===== config.mk =====
export PLATFORM = sky130hd
export DESIGN_NAME = dti_aggregator
export DESIGN_NICKNAME = d
export VERILOG_FILES = /design/src/rtl/dti_pkg.sv /design/src/rtl/dti_pend_bank.sv /design/src/rtl/dti_mask_reg.sv /design/src/rtl/dti_ffs.sv /design/src/rtl/dti_aggregator.sv
export SDC_FILE = /design/constraint.sdc
export NUM_CORES = 1
export LEC_CHECK = 0
export BUFFER_PORTS_ARGS = -buffer_cell sky130_fd_sc_hd__buf_4
export CAP_MARGIN = 10
export CORE_MARGIN = 2
export CORE_UTILIZATION = 43
export DETAILED_ROUTE_END_ITERATION = 16
export PLACE_DENSITY = 0.74
export SKIP_CTS_REPAIR_TIMING = 1
export SLEW_MARGIN = 20
export SYNTH_ARGS = -nofsm -noshare
export SYNTH_HDL_FRONTEND = slang
export SYNTH_SLANG_ARGS = --single-unit

===== constraint.sdc =====
create_clock -name clk -period 4.2 [get_ports clk]
set_clock_uncertainty 0.1 [all_clocks]
set_input_delay 0.42 -clock clk [delete_from_list [all_inputs] [get_ports clk]]
set_output_delay 0.42 -clock clk [all_outputs]
set_load 0.01 [all_outputs]

===== src/rtl/dti_pkg.sv =====
package dti_pkg;
  typedef enum logic {
    SEL_PEND = 1'b0,
    SEL_MASK = 1'b1
  } dti_sel_e;

  localparam int unsigned DTI_GROUP_CODE = 3;
endpackage


===== src/rtl/dti_pend_bank.sv =====
module dti_pend_bank #(
  parameter int unsigned N = 16
) (
  input  logic         clk,
  input  logic         rst_n,
  input  logic [N-1:0] evt,
  input  logic [N-1:0] clr,
  output logic [N-1:0] pend
);
  logic [N-1:0] pend_q;

  for (genvar i = 0; i < N; i++) begin : g_bit
    always_ff @(posedge clk or negedge rst_n) begin
      if (!rst_n) pend_q[i] <= 1'b0;
      else        pend_q[i] <= evt[i] | (pend_q[i] & ~clr[i]);
    end
  end

  assign pend = pend_q;

  // an event always lands in its pending bit
  p_evt_sets_r2: assert property (@(posedge clk) disable iff (!rst_n)
    (evt != '0) |=> ((pend & $past(evt)) == $past(evt)));

  // no bit rises without an event
  p_no_spurious_r2: assert property (@(posedge clk) disable iff (!rst_n)
    1'b1 |=> ((pend & ~$past(pend) & ~$past(evt)) == '0));

  // a clear with no competing event drops the bit
  p_w1c_r3: assert property (@(posedge clk) disable iff (!rst_n)
    ((clr & ~evt) != '0) |=> ((pend & $past(clr & ~evt)) == '0));

  // event beats clear in the same cycle
  p_set_wins_r4: assert property (@(posedge clk) disable iff (!rst_n)
    ((clr & evt) != '0) |=> ((pend & $past(clr & evt)) == $past(clr & evt)));
endmodule


===== src/rtl/dti_mask_reg.sv =====
module dti_mask_reg #(
  parameter int unsigned N = 16
) (
  input  logic         clk,
  input  logic         rst_n,
  input  logic         we,
  input  logic [N-1:0] wdata,
  output logic [N-1:0] mask
);
  logic [N-1:0] mask_q;

  always_ff @(posedge clk or negedge rst_n) begin
    if (!rst_n)  mask_q <= '1;
    else if (we) mask_q <= wdata;
  end

  assign mask = mask_q;

  // the mask changes only when written
  p_mask_hold_r5: assert property (@(posedge clk) disable iff (!rst_n)
    !we |=> $stable(mask));

  // a write loads the data
  p_mask_load_r5: assert property (@(posedge clk) disable iff (!rst_n)
    we |=> (mask == $past(wdata)));
endmodule


===== src/rtl/dti_ffs.sv =====
module dti_ffs #(
  parameter int unsigned N     = 16,
  parameter int unsigned IDX_W = 6
) (
  input  logic [N-1:0]     bits,
  output logic             found,
  output logic [IDX_W-1:0] idx
);
  always_comb begin
    found = |bits;
    idx   = '0;
    for (int i = N - 1; i >= 0; i--) begin
      if (bits[i]) idx = IDX_W'(i);
    end
  end
endmodule


===== src/rtl/dti_aggregator.sv =====
module dti_aggregator #(
  parameter int unsigned NUM_TASKS = 16,
  parameter int unsigned DATA_W    = 32,
  parameter int unsigned IDX_W     = 6,
  parameter int unsigned GRP_W     = 2
) (
  input  logic                   clk,
  input  logic                   rst_n,
  input  logic [NUM_TASKS-1:0]   task_evt,
  input  logic                   reg_wr,
  input  logic                   reg_addr,
  input  logic [DATA_W-1:0]      reg_wdata,
  output logic [DATA_W-1:0]      reg_rdata,
  output logic                   irq_out,
  output logic                   vec_valid,
  output logic [GRP_W+IDX_W-1:0] vec_out
);
  import dti_pkg::*;

  localparam int unsigned VEC_W = GRP_W + IDX_W;
  localparam logic [GRP_W-1:0] GRP = GRP_W'(DTI_GROUP_CODE);

  logic [NUM_TASKS-1:0] pend;
  logic [NUM_TASKS-1:0] mask;
  logic [NUM_TASKS-1:0] clr;
  logic                 mask_we;
  logic                 found;
  logic [IDX_W-1:0]     idx;

  assign clr     = (reg_wr && (reg_addr == SEL_PEND)) ? reg_wdata[NUM_TASKS-1:0] : '0;
  assign mask_we = reg_wr && (reg_addr == SEL_MASK);

  dti_pend_bank #(.N(NUM_TASKS)) u_pend (
    .clk(clk), .rst_n(rst_n), .evt(task_evt), .clr(clr), .pend(pend));

  dti_mask_reg #(.N(NUM_TASKS)) u_mask (
    .clk(clk), .rst_n(rst_n), .we(mask_we),
    .wdata(reg_wdata[NUM_TASKS-1:0]), .mask(mask));

  dti_ffs #(.N(NUM_TASKS), .IDX_W(IDX_W)) u_ffs (
    .bits(pend), .found(found), .idx(idx));

  always_comb begin
    reg_rdata = '0;
    reg_rdata[NUM_TASKS-1:0] = (reg_addr == SEL_MASK) ? mask : pend;
  end

  assign irq_out   = |(pend & ~mask);
  assign vec_valid = found;
  assign vec_out   = found ? {GRP, idx} : '0;

  // a request implies some pending task
  p_irq_needs_pend_r6: assert property (@(posedge clk) disable iff (!rst_n)
    irq_out |-> vec_valid);

  // the vector carries the virtual group code
  p_vec_group_r7: assert property (@(posedge clk) disable iff (!rst_n)
    vec_valid |-> (vec_out[VEC_W-1:IDX_W] == GRP));

  // the vector points at a pending task
  p_vec_pending_r7: assert property (@(posedge clk) disable iff (!rst_n)
    vec_valid |-> pend[vec_out[IDX_W-1:0]]);

  // no lower-numbered task is pending
  p_vec_lowest_r7: assert property (@(posedge clk) disable iff (!rst_n)
    vec_valid |-> ((pend & ((NUM_TASKS'(1) << vec_out[IDX_W-1:0]) - NUM_TASKS'(1))) == '0));
endmodule


==> flow_summary.toml <==
[die]
start_util_pct = 45.4
die_w_um = 69.4
die-area_mm2 = 0.00482
die_y_um = 69.4
ios = 94
fp-row-count = 23
core-area_mm2 = 0.00406

[pwr]
internal_power_uw = 577
p_clk_share_pct = 30.0
peakVddDrop_uv = 247
powerDensity_mw_per_mm2 = 334
seqPwrFrac_pct = 49.2
sw_frac_of_total_pct = 26.0
comb_power_share_pct = 20.8
switchingPower_uw = 203
p_leak_nw = 1.07

[clocking]
clock_sinks = 32
numCtsBuffers = 5
clk_pin_slew_ns = 0.06
cts_tree = "built"
cts_buffer_depth = 2
htree_levels = 2
worst_skew_pair.late_latency_ns = 0.27
clockRootBuffer = "clkbuf_8"

[yosys]
synth.yosys.seq_area_share_pct = 44.6
syn_avg_cell_area_um2 = 9.69
synth-warning-count = 0
synth_area_leaders = "dfstp_2, dfrtp_1, mux2_2, buf_4, nand2_1"
synth_largest_area_cell = "dfstp_2"
synth_top_area_share_pct = 22.8
syn_area_mm2 = 0.00184
ys_ff_latch = 32
syn_inst = 190
synth_cell_type_count = 33

[placed_design]
hpwlAfterDp_um = 3030
globalplace.congestion = 0.774
io_buffer_count = 59
place_ws_ns = 2.20
dpl_cell_area_mm2 = 0.00223

[timing]
finalSetupTns_ns = 0
max_freq_mhz = 432
fin_crit_ns = 2.32
rsz0062_at_grt = "no"
fin_crit_sh_pct = 55.2
hold_viol_final = 0
worst_slack_ns = 1.88
setup_viol = 0
slew_violations = 0

[grt]
grt_pass1_vias = 1498
antenna_found_initial = 0
grt_pass1_wl_um = 6840
globalRouteOverflowTotal = 0
grt.total_usage_pct = 17.8
grt_max_degree = 33

[drt]
post_drt_wl_per_cell_um = 13.8
num_vias = 1525
ant_nets = 0
drt_iter0_drc = 62
drt_wl_total_um = 4130
drc = 0
avgViaCountPerCell = 5.08
first_pass_iters = 4

[layout]
antenna_cells = 0
drive_above_1_share_pct = 46.8
fin_area_mm2 = 0.00233
nNetsFinal = 301
syn2layout_area_growth_pct = 26.9

[setup_path]
cp.required_ns = 3.68
cp.arrival_ns = 1.80
startpoint_type = "flop"
critPathMaxFanout = 6
path_class = "reg2out"
end_kind = "primary output"

[run]
cap_violations = 0

[hold_path]
hold_path_class = "in2reg"

[run_status]
status = "completed"
-- cells in the mapped netlist --
| library cell | count |
|---|---|
| buf_4 | 22 |
| mux2_2 | 21 |
| nand2_1 | 18 |
| inv_1 | 17 |
| dfrtp_1 | 16 |
| dfstp_2 | 16 |
| o21ai_0 | 12 |
| a21oi_1 | 11 |
| or2_2 | 10 |
| nor2_1 | 7 |
| nor4_1 | 6 |
| o22ai_1 | 6 |
| a21o_1 | 5 |
| a221oi_1 | 2 |
| clkbuf_1 | 2 |
| nor2b_1 | 2 |
| a2111oi_0 | 1 |
| a2111oi_2 | 1 |
| a21boi_0 | 1 |
| a21o_2 | 1 |
| and2_1 | 1 |
| and2b_1 | 1 |
| buf_2 | 1 |
| clkbuf_2 | 1 |
| conb_1 | 1 |
| nand2_2 | 1 |
| nand2b_1 | 1 |
| nand4_1 | 1 |
| nor3_1 | 1 |
| nor3b_2 | 1 |
| o2111a_1 | 1 |
| o311ai_0 | 1 |
| o311ai_1 | 1 |
-- critical path: stages (launching register included) --
cell and delay (ns):
dfrtp_1 0.44, nor4_1 0.45, nand2_1 0.12, and2b_1 0.28, nor4_1 0.08, buf_4 0.16
-- sequential cells by signal (all words and copies together), names as in the netlist --
register and cells:
u_mask.mask 16, u_pend.pend 16
-- cells in the final DEF (no fill, tap or decap), types with 2 or more instances in the layout --
cell	instances
a21oi_1	11
clkbuf_8	6
a221oi_1	2
a21o_1	5
nand2_1	18
or2_2	10
buf_4	60
dfstp_2	16
nor2_1	7
mux2_2	21
dfrtp_1	16
clkbuf_1	2
o21ai_0	12
conb_1	18
nor4_1	6
nor2b_1	2
o22ai_1	6
inv_1	17
-- per-stage QoR --
| stage | util (%) | total power, mW | std cells | hold slack [ns] |
|---|---|---|---|---|
| 3_5_place_dp | 55.1 | 0.550 | 291 | 0.275 |
| 2_1_floorplan | - | 0.484 | 207 | 0.0244 |
| 3_3_place_gp | 55.1 | 0.547 | 291 | 0.277 |
| 5_1_grt | 57.5 | 0.821 | 300 | 0.212 |
| 6_report | 57.5 | 0.780 | 300 | 0.214 |
| 4_1_cts | 57.3 | 0.787 | 299 | -0.0225 |
-- path summary, 6_finish.rpt --
| kind | end | from | cells past startpoint | slack, ns |
|---|---|---|---|---|
| min in group asynchronous | u_pend.pend[11] | rst_n | 2 | 0.51 |
| setup reg to reg | u_pend.pend[5] | u_pend.pend[5] | 3 | 3.09 |
| setup / recovery | vec_out[1] | u_pend.pend[7] | 5 | 1.88 |
| hold / removal | u_pend.pend[11] | task_evt[11] | 2 | 0.21 |
| hold reg to reg | u_pend.pend[11] | u_pend.pend[11] | 1 | 0.49 |
| max in group asynchronous | u_mask.mask[7] | rst_n | 2 | 3.16 |
-- power by group through the flow --
stage | clock (mW) | combinational [mW] | sequential [mW]
3_3_place_gp | 0 | 0.160 | 0.387
6_report | 0.234 | 0.162 | 0.384
5_1_grt | 0.253 | 0.179 | 0.389
3_5_place_dp | 0 | 0.162 | 0.388
4_1_cts | 0.240 | 0.163 | 0.384
2_1_floorplan | 0 | 0.104 | 0.380
-- kinds of logic (layout without fill, tap and decap cells) --
logic type	after synthesis	count (layout)	share of synthesized area [%]
AND/OR/NAND/NOR	50	50	13.9
buffers and inverters	43	86	13.4
other	1	18	0.204
flip-flops	32	32	44.6
AO/OA/AOI/OAI	43	43	15.0
multiplexers	21	21	12.8
-- routing by layer --
layer	up-vias	global-route usage, %	wire length [um]
met5	-	0	0
met4	0	5.01	39
met3	4	4.94	271
met2	65	29.7	1980
met1	725	22.6	1840
li1	731	-	-
-- layout make-up --
| class | count | area, um^2 |
|---|---|---|
| Clock buffer | 8 | 90.1 |
| Fill cell | 378 | 1720 |
| Inverter | 17 | 63.8 |
| Sequential cell | 32 | 821 |
| Timing Repair Buffer | 61 | 460 |
| Multi-Input combinational cell | 132 | 837 |
| Tap cell | 50 | 62.6 |
Power figures use the tool's default switching activity.
